## src/rtl/ipi_hub_pkg.sv

```systemverilog
// Package: opcodes shared by the interrupt hub modules.
package ipi_hub_pkg;
    typedef enum logic [1:0] {
        OP_RAISE = 2'd0,
        OP_PEEK  = 2'd1,
        OP_WHO   = 2'd2,
        OP_ACK   = 2'd3
    } ipi_op_e;
endpackage

```

## src/rtl/ipi_hub_dec.sv

```systemverilog
// Command decoder: turns one command into per-pair set and clear strobes
// plus query strobes. Assumes core ids below N. Self-raise strobes are
// never generated.
module ipi_hub_dec
    import ipi_hub_pkg::*;
#(
    parameter int N   = 4,
    parameter int IDW = $clog2(N)
) (
    input  logic           cmd_valid,
    input  ipi_op_e        cmd_op,
    input  logic [IDW-1:0] cmd_core,
    input  logic [IDW-1:0] cmd_arg,
    output logic [N*N-1:0] set_m,
    output logic [N*N-1:0] clr_m,
    output logic           peek_q,
    output logic           who_q
);
    // Query strobes
    assign peek_q = cmd_valid && (cmd_op == OP_PEEK);
    assign who_q  = cmd_valid && (cmd_op == OP_WHO);

    for (genvar s = 0; s < N; s++) begin : g_snd
        for (genvar t = 0; t < N; t++) begin : g_tgt
            if (s == t) begin : g_self
                // A core never raises at itself
                assign set_m[s*N+t] = 1'b0;
            end else begin : g_pair
                // Raise by sender s toward target t
                assign set_m[s*N+t] = cmd_valid && (cmd_op == OP_RAISE) &&
                                      (cmd_core == IDW'(s)) && (cmd_arg == IDW'(t));
            end
            // Ack issued by target t naming sender s
            assign clr_m[s*N+t] = cmd_valid && (cmd_op == OP_ACK) &&
                                  (cmd_core == IDW'(t)) && (cmd_arg == IDW'(s));
        end
    end
endmodule

```

## src/rtl/ipi_hub_pend.sv

```systemverilog
// Pending matrix: one flag per (sender, target) pair, index s*N+t, and one
// registered interrupt line per target. Assumes set and clear of a pair
// never arrive in the same cycle.
module ipi_hub_pend #(
    parameter int N = 4
) (
    input  logic           clk,
    input  logic           rst_n,
    input  logic [N*N-1:0] set_m,
    input  logic [N*N-1:0] clr_m,
    output logic [N*N-1:0] flags,
    output logic [N-1:0]   irq_q
);
    logic [N-1:0] col_any;

    // Flag storage: set wins nothing over clear, both never coincide
    always_ff @(posedge clk) begin
        if (!rst_n) flags <= '0;
        else        flags <= (flags | set_m) & ~clr_m;
    end

    for (genvar t = 0; t < N; t++) begin : g_col
        // Any pending sender toward target t
        always_comb begin
            col_any[t] = 1'b0;
            for (int s = 0; s < N; s++) col_any[t] = col_any[t] | flags[s*N+t];
        end

        // Registered line toward target t
        always_ff @(posedge clk) begin
            if (!rst_n) irq_q[t] <= 1'b0;
            else        irq_q[t] <= col_any[t];
        end

        p_line_up_r7: assert property (@(posedge clk) disable iff (!rst_n)
            col_any[t] |=> irq_q[t]);
        p_line_down_r7: assert property (@(posedge clk) disable iff (!rst_n)
            !col_any[t] |=> !irq_q[t]);
        p_no_self_r1: assert property (@(posedge clk) disable iff (!rst_n)
            !flags[t*N+t]);
    end

    for (genvar k = 0; k < N*N; k++) begin : g_cell
        p_raise_sets_r2: assert property (@(posedge clk) disable iff (!rst_n)
            set_m[k] |=> flags[k]);
        p_ack_clears_r6: assert property (@(posedge clk) disable iff (!rst_n)
            clr_m[k] |=> !flags[k]);
        p_idle_keeps_r6: assert property (@(posedge clk) disable iff (!rst_n)
            (!set_m[k] && !clr_m[k]) |=> $stable(flags[k]));
    end

    p_reset_r10: assert property (@(posedge clk)
        !rst_n |=> (flags == '0 && irq_q == '0));
endmodule

```

## src/rtl/ipi_hub_rdbk.sv

```systemverilog
// Readback register: captures a status bit or a source mask on a query and
// holds it otherwise. Assumes core ids below N.
module ipi_hub_rdbk #(
    parameter int N   = 4,
    parameter int IDW = $clog2(N)
) (
    input  logic           clk,
    input  logic           rst_n,
    input  logic           peek_q,
    input  logic           who_q,
    input  logic [IDW-1:0] cmd_core,
    input  logic [IDW-1:0] cmd_arg,
    input  logic [N*N-1:0] flags,
    output logic [N-1:0]   rd_data
);
    localparam int FW = $clog2(N*N);

    logic [FW-1:0] pair_idx;
    logic [N-1:0]  who_vec;

    // Flat index of the (issuer, argument) pair
    assign pair_idx = FW'(cmd_core) * FW'(N) + FW'(cmd_arg);

    // Senders pending toward the issuer
    always_comb begin
        for (int s = 0; s < N; s++) who_vec[s] = flags[FW'(s) * FW'(N) + FW'(cmd_core)];
    end

    // Capture on query, hold otherwise
    always_ff @(posedge clk) begin
        if (!rst_n)      rd_data <= '0;
        else if (peek_q) rd_data <= N'(flags[pair_idx]);
        else if (who_q)  rd_data <= who_vec;
    end

    p_hold_r9: assert property (@(posedge clk) disable iff (!rst_n)
        !(peek_q || who_q) |=> $stable(rd_data));
    p_own_bit_r4: assert property (@(posedge clk) disable iff (!rst_n)
        who_q |=> !rd_data[$past(cmd_core)]);
    p_peek_width_r3: assert property (@(posedge clk) disable iff (!rst_n)
        peek_q |=> (rd_data[N-1:1] == '0));
endmodule

```

## src/rtl/ipi_hub.sv

```systemverilog
// Inter-processor interrupt hub top: decoder, pending matrix and readback.
// Assumes one command per cycle and core ids below N.
module ipi_hub
    import ipi_hub_pkg::*;
#(
    parameter int N   = 4,
    parameter int IDW = $clog2(N)
) (
    input  logic           clk,
    input  logic           rst_n,
    input  logic           cmd_valid,
    input  logic [1:0]     cmd_op,
    input  logic [IDW-1:0] cmd_core,
    input  logic [IDW-1:0] cmd_arg,
    output logic [N-1:0]   rd_data,
    output logic [N-1:0]   irq_out
);
    logic [N*N-1:0] set_m, clr_m, flags;
    logic           peek_q, who_q;

    ipi_hub_dec #(.N(N), .IDW(IDW)) u_dec (
        .cmd_valid (cmd_valid),
        .cmd_op    (ipi_op_e'(cmd_op)),
        .cmd_core  (cmd_core),
        .cmd_arg   (cmd_arg),
        .set_m     (set_m),
        .clr_m     (clr_m),
        .peek_q    (peek_q),
        .who_q     (who_q)
    );

    ipi_hub_pend #(.N(N)) u_pend (
        .clk   (clk),
        .rst_n (rst_n),
        .set_m (set_m),
        .clr_m (clr_m),
        .flags (flags),
        .irq_q (irq_out)
    );

    ipi_hub_rdbk #(.N(N), .IDW(IDW)) u_rdbk (
        .clk      (clk),
        .rst_n    (rst_n),
        .peek_q   (peek_q),
        .who_q    (who_q),
        .cmd_core (cmd_core),
        .cmd_arg  (cmd_arg),
        .flags    (flags),
        .rd_data  (rd_data)
    );

    p_invalid_r11: assert property (@(posedge clk) disable iff (!rst_n)
        !cmd_valid |=> $stable(flags));
    p_self_raise_r1: assert property (@(posedge clk) disable iff (!rst_n)
        (cmd_valid && cmd_op == 2'd0 && cmd_core == cmd_arg) |=> $stable(flags));
endmodule

```

## config.mk

```make
export PLATFORM = sky130hd
export DESIGN_NAME = ipi_hub
export DESIGN_NICKNAME = d
export VERILOG_FILES = /design/src/rtl/ipi_hub_pkg.sv /design/src/rtl/ipi_hub_dec.sv /design/src/rtl/ipi_hub_pend.sv /design/src/rtl/ipi_hub_rdbk.sv /design/src/rtl/ipi_hub.sv
export SDC_FILE = /design/constraint.sdc
export NUM_CORES = 1
export LEC_CHECK = 0
export BUFFER_PORTS_ARGS = -buffer_cell sky130_fd_sc_hd__buf_2
export CAP_MARGIN = 30
export CORE_MARGIN = 1
export CORE_UTILIZATION = 35
export DETAILED_ROUTE_END_ITERATION = 8
export PLACE_DENSITY = 0.54
export SYNTH_ARGS = -nofsm -noshare
export SYNTH_HDL_FRONTEND = slang
export SYNTH_HIERARCHICAL = 1
export SYNTH_SLANG_ARGS = --single-unit
```

## constraint.sdc

```tcl
create_clock -name clk -period 1.7 [get_ports clk]
set_input_delay 0.085 -clock clk [delete_from_list [all_inputs] [get_ports clk]]
set_output_delay 0.085 -clock clk [all_outputs]
set_load 0.02 [all_outputs]
```

==> impl_metrics.py <==
metrics = {
    "critical_path": {
        "worstSetupStartpointType": "flop",
        "cp-startpoint": "u_pend/flags[9]$_SDFF_PN0_",
        "critPathArrivalTime_ps": 1400,
        "end_kind": "flop",
        "rrSetupSlack_ps": 450,
        "worstPathMaxFanout": 4,
        "worstSetupPathType": "reg -> reg",
        "required_ps": 1850,
        "r2r_cells": 3,
        "worstReg2RegStart": "u_pend/flags[9]$_SDFF_PN0_",
        "r2r_end": "u_rdbk/rd_data[0]$_SDFFE_PN0P_",
        "crit_end": "u_rdbk/rd_data[0]$_SDFFE_PN0P_",
    },
    "synthesis": {
        "synth_ff_type": "dfxtp_1",
        "synthesis.area_um2": 1330,
        "yosys_warnings": 6,
        "synthArstFlopShare": 0,
        "synth.avg_cell_area_um2": 9.28,
        "synthCells": 143,
        "ys_ff_latch": 24,
        "ys_seq_area_frac": 0.362,
        "synth-edff-count": 0,
        "synthDistinctLibCells": 31,
    },
    "grt": {
        "grt.busiest_layer": "met1",
        "globalRouteMet3Util": 0.0254,
        "grt_pass1_vias": 955,
        "grt_util_met1": 0.240,
        "track_usage": 0.161,
        "grt_pass1_wl_mm": 5.00,
        "antenna_found_initial": 0,
        "gr-total-overflow": 0,
        "grt_use_met2": 0.231,
        "grt_start_max_net_pins": 24,
    },
    "place": {
        "port_buffers": 16,
        "dp.cells": 198,
        "place_congestion": 0.816,
        "dp_hpwl_mm": 2.27,
    },
    "hold_path": {
        "hold_class": "in -> reg",
        "holdPathStages": 2,
    },
    "finish": {
        "nets": 164,
        "syn_to_final_growth_pct": 10.7,
        "drive_above_1_share": 0.182,
        "regArea_um2": 480,
        "fin_cells": 202,
        "fillers": 362,
        "utilization": 0.401,
        "num_antenna_cells": 0,
        "multi_input_area_um2": 777,
    },
    "clocking": {
        "ctsHoldBuffers": 0,
        "htree_levels": 1,
        "clock_path_buffers": 2,
        "cts_sinks": 24,
        "cts_tree": "yes",
        "cts_resized": 0,
        "cts_root_buf": "clkbuf_8",
        "post_cts_buffers": 0,
        "cts_buffers": 3,
        "clk_latency_ps": 260,
        "cts.reportedPaths.clkPinSlew_ps": 90,
    },
    "detailed_routing": {
        "viasPerCell": 5.37,
        "drt-total-wl_mm": 3.10,
        "route.detailed.drc": 0,
        "ant_nets": 0,
        "drtIter0Drc": 69,
        "detail_route.wl_per_cell_um": 15.4,
        "via_count": 1084,
        "drtPass1Iterations": 5,
    },
    "timing": {
        "slew_violations": 0,
        "fin_setup_tns_ps": 0,
        "clock_skew_ps": 4.20,
        "finalCriticalPeriod_ps": 1250,
        "hold_slack_ps": 236,
        "hold_violations": 0,
        "finalSetupViolations": 0,
        "rsz0062_at_grt": "no",
        "finalCritPeriodShare": 0.738,
        "fmax_mhz": 797,
    },
    "status": {
        "status": "finished, final reports clean",
    },
    "pwr": {
        "power_frac_comb": 0.110,
        "netSwitchingFraction": 0.220,
        "p_sw_mw": 0.268,
        "clockPowerShare": 0.405,
        "internal_power_mw": 0.949,
        "powerDensity_nw_per_um2": 829,
        "seqPwrFrac": 0.485,
        "p_leak_nw": 0.517,
        "peakVddDrop_v": 0.000228,
    },
    "floorplanning": {
        "die_area_um2": 4040,
        "row_count": 22,
        "dieHeight_um": 63.6,
        "pin_count": 17,
        "start_util": 0.363,
        "die_w_um": 63.6,
        "design.core.area_um2": 3660,
    },
    "run": {
        "maxCapViolCount": 0,
    },
}
[area by class of cell]
class,instances,area share
Clock buffer,3,0.0281
Clock inverter,1,0.0204
Multi-Input combinational cell,110,0.529
Sequential cell,24,0.327
Tap cell,48,0.0409
Timing Repair Buffer,16,0.0545
[state kept, by name, indices dropped and copies added, names as in the netlist]
register        count
u_pend/flags       16
u_pend/irq_q        4
u_rdbk/rd_data      4
[worst max-delay path, cell delays in order, from the launching register on]
cell      delay (ps)
dfxtp_1          360
mux4_1           510
a22oi_1          160
o211ai_1         110
[cells in the final DEF, fill, tap and decap left out]
cell | Yosys | routed
a221oi_1 | 1 | 1
a221oi_2 | 1 | 1
a22oi_1 | 1 | 1
and2_2 | 1 | 1
and2b_1 | 1 | 1
and3b_1 | 1 | 1
buf_2 | 1 | 16
bufinv_16 | 0 | 1
clkbuf_8 | 0 | 3
conb_1 | 1 | 4
dfxtp_1 | 24 | 24
mux2i_1 | 8 | 8
mux4_1 | 1 | 1
mux4_2 | 5 | 5
nand2_1 | 1 | 1
nand2b_1 | 1 | 1
nand3_1 | 2 | 2
nand3b_1 | 2 | 2
nand4_1 | 1 | 1
nand4b_1 | 3 | 3
nand4bb_1 | 3 | 3
nor2_1 | 48 | 48
nor3b_1 | 16 | 16
o211ai_1 | 1 | 1
o21ai_0 | 1 | 1
o41a_1 | 4 | 4
or3_1 | 1 | 1
or3b_1 | 1 | 1
or4b_4 | 1 | 1
[kinds of logic (layout without fill, tap and decap cells)]
family          after synthesis  after routing  share of synthesized area
simple gates                 83             83                      0.342
flops                        24             24                      0.362
mux                          14             14                      0.165
buf+inv                      12             20                     0.0613
compound gates                9              9                     0.0669
other cells                   1              4                    0.00282
[through the flow]
| step | power [mW] | setup WS [ps] | area (µm²) |
|---|---|---|---|
| after floorplan | 0.703 | 553 | 1340 |
| after detailed placement | 0.736 | 426 | 1400 |
| after global routing | 1.28 | 425 | 1470 |
| after global placement | 0.733 | 469 | 1400 |
| after CTS | 1.24 | 463 | 1470 |
| final | 1.22 | 446 | 1470 |
[worst min path at each step]
stage                                   startpoint                        endpoint
floorplan                                    rst_n  u_rdbk/rd_data[1]$_SDFFE_PP0P_
CTS                                          rst_n      u_pend/irq_q[1]$_SDFF_PN0_
finish                                       rst_n      u_pend/irq_q[1]$_SDFF_PN0_
global route                                 rst_n      u_pend/irq_q[0]$_SDFF_PN0_
global placement    u_rdbk/rd_data[1]$_SDFFE_PP0P_  u_rdbk/rd_data[1]$_SDFFE_PP0P_
detailed placement  u_rdbk/rd_data[2]$_SDFFE_PP0P_  u_rdbk/rd_data[2]$_SDFFE_PP0P_
[synth_stat cells (2+ instances only)]
master,instances,area [µm²]
mux4_2,5,113
nand4bb_1,3,33.8
o41a_1,4,45.0
nand3_1,2,10.0
nor3b_1,16,120
nor2_1,48,180
buf_4,7,52.6
mux2i_1,8,80.1
dfxtp_1,24,480
nand3b_1,2,15.0
clkbuf_1,2,7.51
nand4b_1,3,26.3
[layer usage]
metal	vias up	wire length [µm]
li1	526	-
met2	31	1360
met5	-	0
met1	523	1590
met3	4	125
met4	0	30
[power groups by stage]
| stage | clock network (mW) | logic, mW | registers [mW] |
|---|---|---|---|
| 6_report | 0.494 | 0.134 | 0.590 |
| 3_5_place_dp | 0 | 0.132 | 0.604 |
| 5_1_grt | 0.541 | 0.145 | 0.592 |
| 4_1_cts | 0.516 | 0.133 | 0.590 |
| 2_1_floorplan | 0 | 0.0938 | 0.609 |
| 3_3_place_gp | 0 | 0.130 | 0.603 |
Note: power is estimated with default switching activity, not from simulation.
